[config.mk]
export PLATFORM = sky130hd
export DESIGN_NAME = bxr_top
export DESIGN_NICKNAME = d
export VERILOG_FILES = /design/src/rtl/bxr_pkg.sv /design/src/rtl/bxr_cfg_reg.sv /design/src/rtl/bxr_win_map.sv /design/src/rtl/bxr_route.sv /design/src/rtl/bxr_top.sv
export SDC_FILE = /design/constraint.sdc
export NUM_CORES = 1
export LEC_CHECK = 0
export CORE_MARGIN = 5
export CORE_UTILIZATION = 29
export CTS_BUF_LIST = sky130_fd_sc_hd__clkbuf_8 sky130_fd_sc_hd__clkbuf_16
export DETAILED_ROUTE_END_ITERATION = 16
export PLACE_DENSITY = 0.83
export SLEW_MARGIN = 10
export SYNTH_ARGS = -nofsm -noshare
export SYNTH_HDL_FRONTEND = slang
export SYNTH_SLANG_ARGS = --single-unit
export TNS_END_PERCENT = 20
[constraint.sdc]
create_clock -name clk -period 2.55 [get_ports clk]
set_input_delay 0.51 -clock clk [delete_from_list [all_inputs] [get_ports clk]]
set_output_delay 0.51 -clock clk [all_outputs]
set_load 0.1 [all_outputs]
[src/rtl/bxr_pkg.sv]
package bxr_pkg;
  localparam int WIN_W  = 2;
  localparam int PAGE_W = 2;
  localparam int NWIN   = 1 << WIN_W;

  typedef struct packed {
    logic              to_exp;
    logic              redirect;
    logic [PAGE_W-1:0] page;
  } win_map_t;
endpackage

[src/rtl/bxr_cfg_reg.sv]
module bxr_cfg_reg #(
  parameter int ADDR_W = 16,
  parameter int DATA_W = 8,
  parameter int SEG_W  = 3,
  parameter int MODE_W = 3,
  parameter logic [ADDR_W-1:0] PORT_MASK  = 16'hC000,
  parameter logic [ADDR_W-1:0] PORT_MATCH = 16'h4000
) (
  input  logic              clk,
  input  logic              rst,
  input  logic              iorq,
  input  logic              wr,
  input  logic [ADDR_W-1:0] addr,
  input  logic [DATA_W-1:0] data,
  output logic [SEG_W-1:0]  seg_q,
  output logic [MODE_W-1:0] mode_q
);
  localparam int TAG_W = DATA_W - SEG_W - MODE_W;

  logic port_hit, tag_ok, load;

  assign port_hit = ((addr & PORT_MASK) == PORT_MATCH);
  assign tag_ok   = (data[DATA_W-1 -: TAG_W] == {TAG_W{1'b1}});
  assign load     = iorq && wr && port_hit && tag_ok;

  always_ff @(posedge clk) begin
    if (rst) begin
      seg_q  <= '0;
      mode_q <= '0;
    end else if (load) begin
      seg_q  <= data[MODE_W +: SEG_W];
      mode_q <= data[0 +: MODE_W];
    end
  end

  // accepted byte lands in the register on the next edge
  a_r2_cfg_capture: assert property (@(posedge clk) disable iff (rst)
    load |=> (seg_q == $past(data[MODE_W +: SEG_W])) && (mode_q == $past(data[0 +: MODE_W])));

  // any other I/O write leaves the configuration alone
  a_r3_cfg_hold: assert property (@(posedge clk) disable iff (rst)
    (iorq && wr && !(port_hit && tag_ok)) |=> ($stable(seg_q) && $stable(mode_q)));
endmodule

[src/rtl/bxr_win_map.sv]
module bxr_win_map #(
  parameter int MODE_W = 3
) (
  input  logic [MODE_W-1:0]          mode,
  input  logic [bxr_pkg::WIN_W-1:0]  window,
  output bxr_pkg::win_map_t          sel
);
  import bxr_pkg::*;

  win_map_t per_win [NWIN];

  for (genvar w = 0; w < NWIN; w++) begin : g_win
    always_comb begin
      per_win[w] = '0;
      if (mode[MODE_W-1]) begin
        if (w == 1) begin
          per_win[w].to_exp = 1'b1;
          per_win[w].page   = mode[PAGE_W-1:0];
        end
      end else begin
        unique case (mode[1:0])
          2'd0: ;
          2'd1: if (w == NWIN-1) begin
                  per_win[w].to_exp = 1'b1;
                  per_win[w].page   = PAGE_W'(NWIN-1);
                end
          2'd2: begin
                  per_win[w].to_exp = 1'b1;
                  per_win[w].page   = PAGE_W'(w);
                end
          2'd3: if (w == NWIN-1) begin
                  per_win[w].to_exp = 1'b1;
                  per_win[w].page   = PAGE_W'(NWIN-1);
                end else if (w == 1) begin
                  per_win[w].redirect = 1'b1;
                  per_win[w].page     = PAGE_W'(NWIN-1);
                end
          default: ;
        endcase
      end
    end
  end

  assign sel = per_win[window];
endmodule

[src/rtl/bxr_route.sv]
module bxr_route #(
  parameter int SEG_W      = 3,
  parameter int OFS_W      = 14,
  parameter int SHADOW_SEG = 7,
  parameter int XADDR_W    = SEG_W + bxr_pkg::PAGE_W + OFS_W
) (
  input  logic                       clk,
  input  logic                       rst,
  input  logic                       shadow_sw,
  input  logic                       mreq,
  input  logic                       rd,
  input  logic                       wr,
  input  logic [bxr_pkg::WIN_W-1:0]  window,
  input  logic [OFS_W-1:0]           offset,
  input  logic [SEG_W-1:0]           seg,
  input  bxr_pkg::win_map_t          sel,
  output logic [XADDR_W-1:0]         xram_addr,
  output logic                       xram_cs,
  output logic                       xram_we,
  output logic                       int_rd_dis,
  output logic                       mreq_block,
  output logic                       a15_force
);
  import bxr_pkg::*;

  logic              mem_cyc, go_exp;
  logic [SEG_W-1:0]  x_seg;
  logic [PAGE_W-1:0] x_page;

  assign mem_cyc = mreq && (rd || wr);
  assign go_exp  = mem_cyc && (shadow_sw || sel.to_exp);

  always_comb begin
    if (sel.to_exp) begin
      x_seg  = seg;
      x_page = sel.page;
    end else begin
      x_seg  = SEG_W'(SHADOW_SEG);
      x_page = sel.redirect ? sel.page : PAGE_W'(window);
    end
  end

  assign xram_addr  = go_exp ? {x_seg, x_page, offset} : '0;
  assign xram_cs    = go_exp;
  assign xram_we    = go_exp && wr;
  assign int_rd_dis = go_exp;
  assign mreq_block = go_exp && wr;
  assign a15_force  = mem_cyc && !shadow_sw && sel.redirect;

  // an expansion write must also keep internal RAM from taking it
  a_r8_write_blocked: assert property (@(posedge clk) disable iff (rst)
    xram_we |-> (mreq_block && int_rd_dis && xram_cs));

  // nothing is driven outside a memory cycle
  a_r11_idle_quiet: assert property (@(posedge clk) disable iff (rst)
    !(mreq && (rd || wr)) |-> !(xram_cs || xram_we || int_rd_dis || mreq_block || a15_force));

  // shadow mode routes every memory cycle to the expansion
  a_r10_shadow_all_exp: assert property (@(posedge clk) disable iff (rst)
    (shadow_sw && mreq && (rd || wr)) |-> (xram_cs && !a15_force));

  // the A15 redirect only ever goes to internal RAM
  a_r6_a15_internal: assert property (@(posedge clk) disable iff (rst)
    a15_force |-> (!xram_cs && !mreq_block && window == WIN_W'(1)));

  // expansion reads never assert write enable
  a_r7_read_no_we: assert property (@(posedge clk) disable iff (rst)
    (xram_cs && !wr) |-> (!xram_we && !mreq_block && int_rd_dis));
endmodule

[src/rtl/bxr_top.sv]
module bxr_top #(
  parameter int ADDR_W     = 16,
  parameter int DATA_W     = 8,
  parameter int SEG_W      = 3,
  parameter int MODE_W     = 3,
  parameter int SHADOW_SEG = 7,
  parameter logic [ADDR_W-1:0] PORT_MASK  = 16'hC000,
  parameter logic [ADDR_W-1:0] PORT_MATCH = 16'h4000,
  localparam int OFS_W   = ADDR_W - bxr_pkg::WIN_W,
  localparam int XADDR_W = SEG_W + bxr_pkg::PAGE_W + OFS_W
) (
  input  logic               clk,
  input  logic               rst,
  input  logic               shadow_sw,
  input  logic               mreq,
  input  logic               iorq,
  input  logic               rd,
  input  logic               wr,
  input  logic [ADDR_W-1:0]  addr,
  input  logic [DATA_W-1:0]  data,
  output logic [XADDR_W-1:0] xram_addr,
  output logic               xram_cs,
  output logic               xram_we,
  output logic               int_rd_dis,
  output logic               mreq_block,
  output logic               a15_force
);
  import bxr_pkg::*;

  logic [SEG_W-1:0]  seg_q;
  logic [MODE_W-1:0] mode_q;
  logic [WIN_W-1:0]  window;
  win_map_t          sel;

  assign window = addr[ADDR_W-1 -: WIN_W];

  bxr_cfg_reg #(
    .ADDR_W(ADDR_W), .DATA_W(DATA_W), .SEG_W(SEG_W), .MODE_W(MODE_W),
    .PORT_MASK(PORT_MASK), .PORT_MATCH(PORT_MATCH)
  ) u_cfg (
    .clk(clk), .rst(rst), .iorq(iorq), .wr(wr), .addr(addr), .data(data),
    .seg_q(seg_q), .mode_q(mode_q)
  );

  bxr_win_map #(.MODE_W(MODE_W)) u_map (
    .mode(mode_q), .window(window), .sel(sel)
  );

  bxr_route #(
    .SEG_W(SEG_W), .OFS_W(OFS_W), .SHADOW_SEG(SHADOW_SEG)
  ) u_route (
    .clk(clk), .rst(rst), .shadow_sw(shadow_sw), .mreq(mreq), .rd(rd), .wr(wr),
    .window(window), .offset(addr[OFS_W-1:0]), .seg(seg_q), .sel(sel),
    .xram_addr(xram_addr), .xram_cs(xram_cs), .xram_we(xram_we),
    .int_rd_dis(int_rd_dis), .mreq_block(mreq_block), .a15_force(a15_force)
  );

  // mode 0 in normal mode never touches the expansion
  a_r5_mode0_internal: assert property (@(posedge clk) disable iff (rst)
    (mode_q == '0 && !shadow_sw) |-> (!xram_cs && !a15_force));

  // the expansion segment bits follow the latched segment field
  a_r12_seg_follows: assert property (@(posedge clk) disable iff (rst)
    (xram_cs && !shadow_sw) |-> (xram_addr[XADDR_W-1 -: SEG_W] == seg_q));
endmodule

==> results.yml <==
die:
  dieHeight_um: 51.7
  start_util: 0.299
  die_area_um2: 2670
  io_pins: 55
  die_w_um: 51.7
  core_region_area_um2: 1690
  rows: 15
sta:
  clock_skew_ns: 0
  period_share: 0.979
  slew_headroom: 0.815
  fmax_mhz: 401
  max_slew.worst_pin.slew_ns: 0.278
  post-route-min-period_ns: 2.50
  maxSlewViolCount: 0
  hold_slack_ns: 0.512
  setup_viol: 0
  hold_viol_final: 0
  postLayoutSetupSlackWorst_ns: 0.0542
clock_network:
  cts_max_path_buffers: 2
  h-tree-depth: 1
  clk-insertion-delay-late_ns: 0.21
  cts.sinks: 6
  cts_made_buffers: 3
  cts_hold_buf: 0
  cts_tree: "yes"
  cts_root_buf: "clkbuf_8"
  cts.clk_slew.worst_paths_ns: 0.03
route:
  wirelength_um: 2860
  post_drt_via_cell_ratio: 5.33
  first_pass_iters: 4
  drc: 0
  num_vias: 778
  drt_first_iter_violations: 34
  ant_nets: 0
  wl_per_cell_um: 19.6
power_and_ir_drop:
  power_density_nw_per_um2: 347
  leakagePower_nw: 0.652
  power_mw: 0.510
  vdd_drop_max_mv: 0.406
finish:
  fin_nets: 162
  seqCellArea_um2: 120
  fin_area_um2: 1470
  layout.cells.non_filler: 146
  drive_gt1_frac: 0.488
  fill_cells: 77
  multi_input_area_um2: 408
  antenna_cells: 0
  area_delta_synth_final_pct: 191
placed_design:
  hpwl_um: 2030
  gp_congestion: 0.678
  place_area_um2: 1340
  dpl.cell_count: 139
  port-buffer-count: 54
  place_ws_ns: -0.128
logic_synthesis:
  synth_top_area_share: 0.238
  syn_area_per_cell_um2: 8.00
  syn-num-nets: 94
  yosys_warnings: 0
  synth_cell_types: 23
  synthCells: 63
  synth.area.top_cells: "dfxtp_1, and2_1, mux2i_1"
  ys_seq_elements: 6
  synth_area_um2: 504
  yosys.area.top_type: "dfxtp_1"
  synth-seq-area-share: 0.238
critical_path:
  start_kind: "input pin"
  worst-path-max-fanout: 4
  crit_required_ns: 2.04
  critPathKind: "input pin to output port"
  worstSetupEndpointType: "output port"
  crit_arrival_ns: 1.99
grt:
  antenna_found_initial: 0
  grt.overflow.total: 0
  grt_max_degree: 10
  grt_usage: 0.215
  grt_pass1_vias: 761
  grt_pass1_wl_um: 4140
min_path:
  min_path_type: "register to register"
run_status:
  status: "finished clean"
job:
  maxCapViolCount: 0
-- per-layer routing --
layer	global-route usage	wire length [um]
met4	0.0568	49
met3	0.0458	249
met1	0.226	1030
met5	0	0
met2	0.422	1530
-- worst paths after layout --
| check | startpoint | endpoint | slack, ns | cells past startpoint |
|---|---|---|---|---|
| max | addr[14] | xram_addr[15] | 0.05 | 8 |
| min | u_cfg.seg_q[2] | u_cfg.seg_q[2] | 0.51 | 2 |
| max reg2reg | u_cfg.mode_q[2] | u_cfg.mode_q[2] | 1.84 | 2 |
| min reg2reg | u_cfg.seg_q[2] | u_cfg.seg_q[2] | 0.51 | 2 |
-- stage by stage --
stage	setup TNS, ns	util
2_1_floorplan	-0.835	-
3_3_place_gp	-0.391	0.794
3_5_place_dp	-1.87	0.794
4_1_cts	0	0.858
5_1_grt	-0.00829	0.868
6_report	0	0.868
-- placed cells by master (no fill, tap or decap), types with 2 or more instances in the layout --
cell type	n
and2_2	2
and2_4	13
buf_4	11
dlymetal6s2s_1	3
nor2_1	9
mux2i_1	6
nand2_1	4
buf_12	24
dfxtp_1	6
o21a_1	2
clkbuf_8	3
clkdlybuf4s50_1	24
nand4_1	2
o211ai_1	3
-- synthesized netlist by cell type --
| master | n |
|---|---|
| and2_1 | 14 |
| nor2_1 | 9 |
| dfxtp_1 | 6 |
| mux2i_1 | 6 |
| nand2_1 | 5 |
| o211ai_1 | 3 |
| buf_4 | 2 |
| nand4_1 | 2 |
| o21a_1 | 2 |
| a21oi_1 | 1 |
| a311oi_2 | 1 |
| and2_2 | 1 |
| and3_1 | 1 |
| buf_6 | 1 |
| nand2b_1 | 1 |
| nand3_1 | 1 |
| nor2b_2 | 1 |
| nor3b_1 | 1 |
| nor3b_2 | 1 |
| o211a_1 | 1 |
| o21ai_0 | 1 |
| o311a_2 | 1 |
| or3_2 | 1 |
-- area by class of cell --
cell class	instances	share of cell area
Sequential cell	6	0.0819
Clock buffer	3	0.0282
Timing Repair Buffer	66	0.597
Tap cell	17	0.0145
Multi-Input combinational cell	54	0.278
-- cells by family after synthesis --
| logic type | count (synthesis) | share of synthesized area |
|---|---|---|
| AND/OR/NAND/NOR | 38 | 0.424 |
| AO/OA/AOI/OAI | 10 | 0.166 |
| flip-flops | 6 | 0.238 |
| multiplexers | 6 | 0.119 |
| buffers and inverters | 3 | 0.0521 |
-- critical path: stages --
cell	delay (ns)
clkdlybuf4s15_1	0.21
buf_6	0.13
nand3_2	0.10
a311oi_2	0.35
buf_4	0.18
buf_4	0.13
o21a_1	0.18
buf_12	0.19
-- power breakdown --
group / leakage [nW] / internal [mW] / switching [mW] / total (mW)
sequential: 0.0484 / 0.0952 / 0.000817 / 0.0960
combinational: 0.582 / 0.123 / 0.158 / 0.281
clock: 0.0216 / 0.101 / 0.0321 / 0.133
-- flip-flops by register name (all words and copies together), names as in the netlist --
name,flops
u_cfg.mode_q,3
u_cfg.seg_q,3
-- timing repair --
action                     4_1_cts  5_1_grt
hold endpoints to repair         0        0
buffers inserted                 4        1
setup endpoints to repair       21       20
pin swaps                        1        1
gates resized for setup         23        7
(Power assumes the default switching activity.)
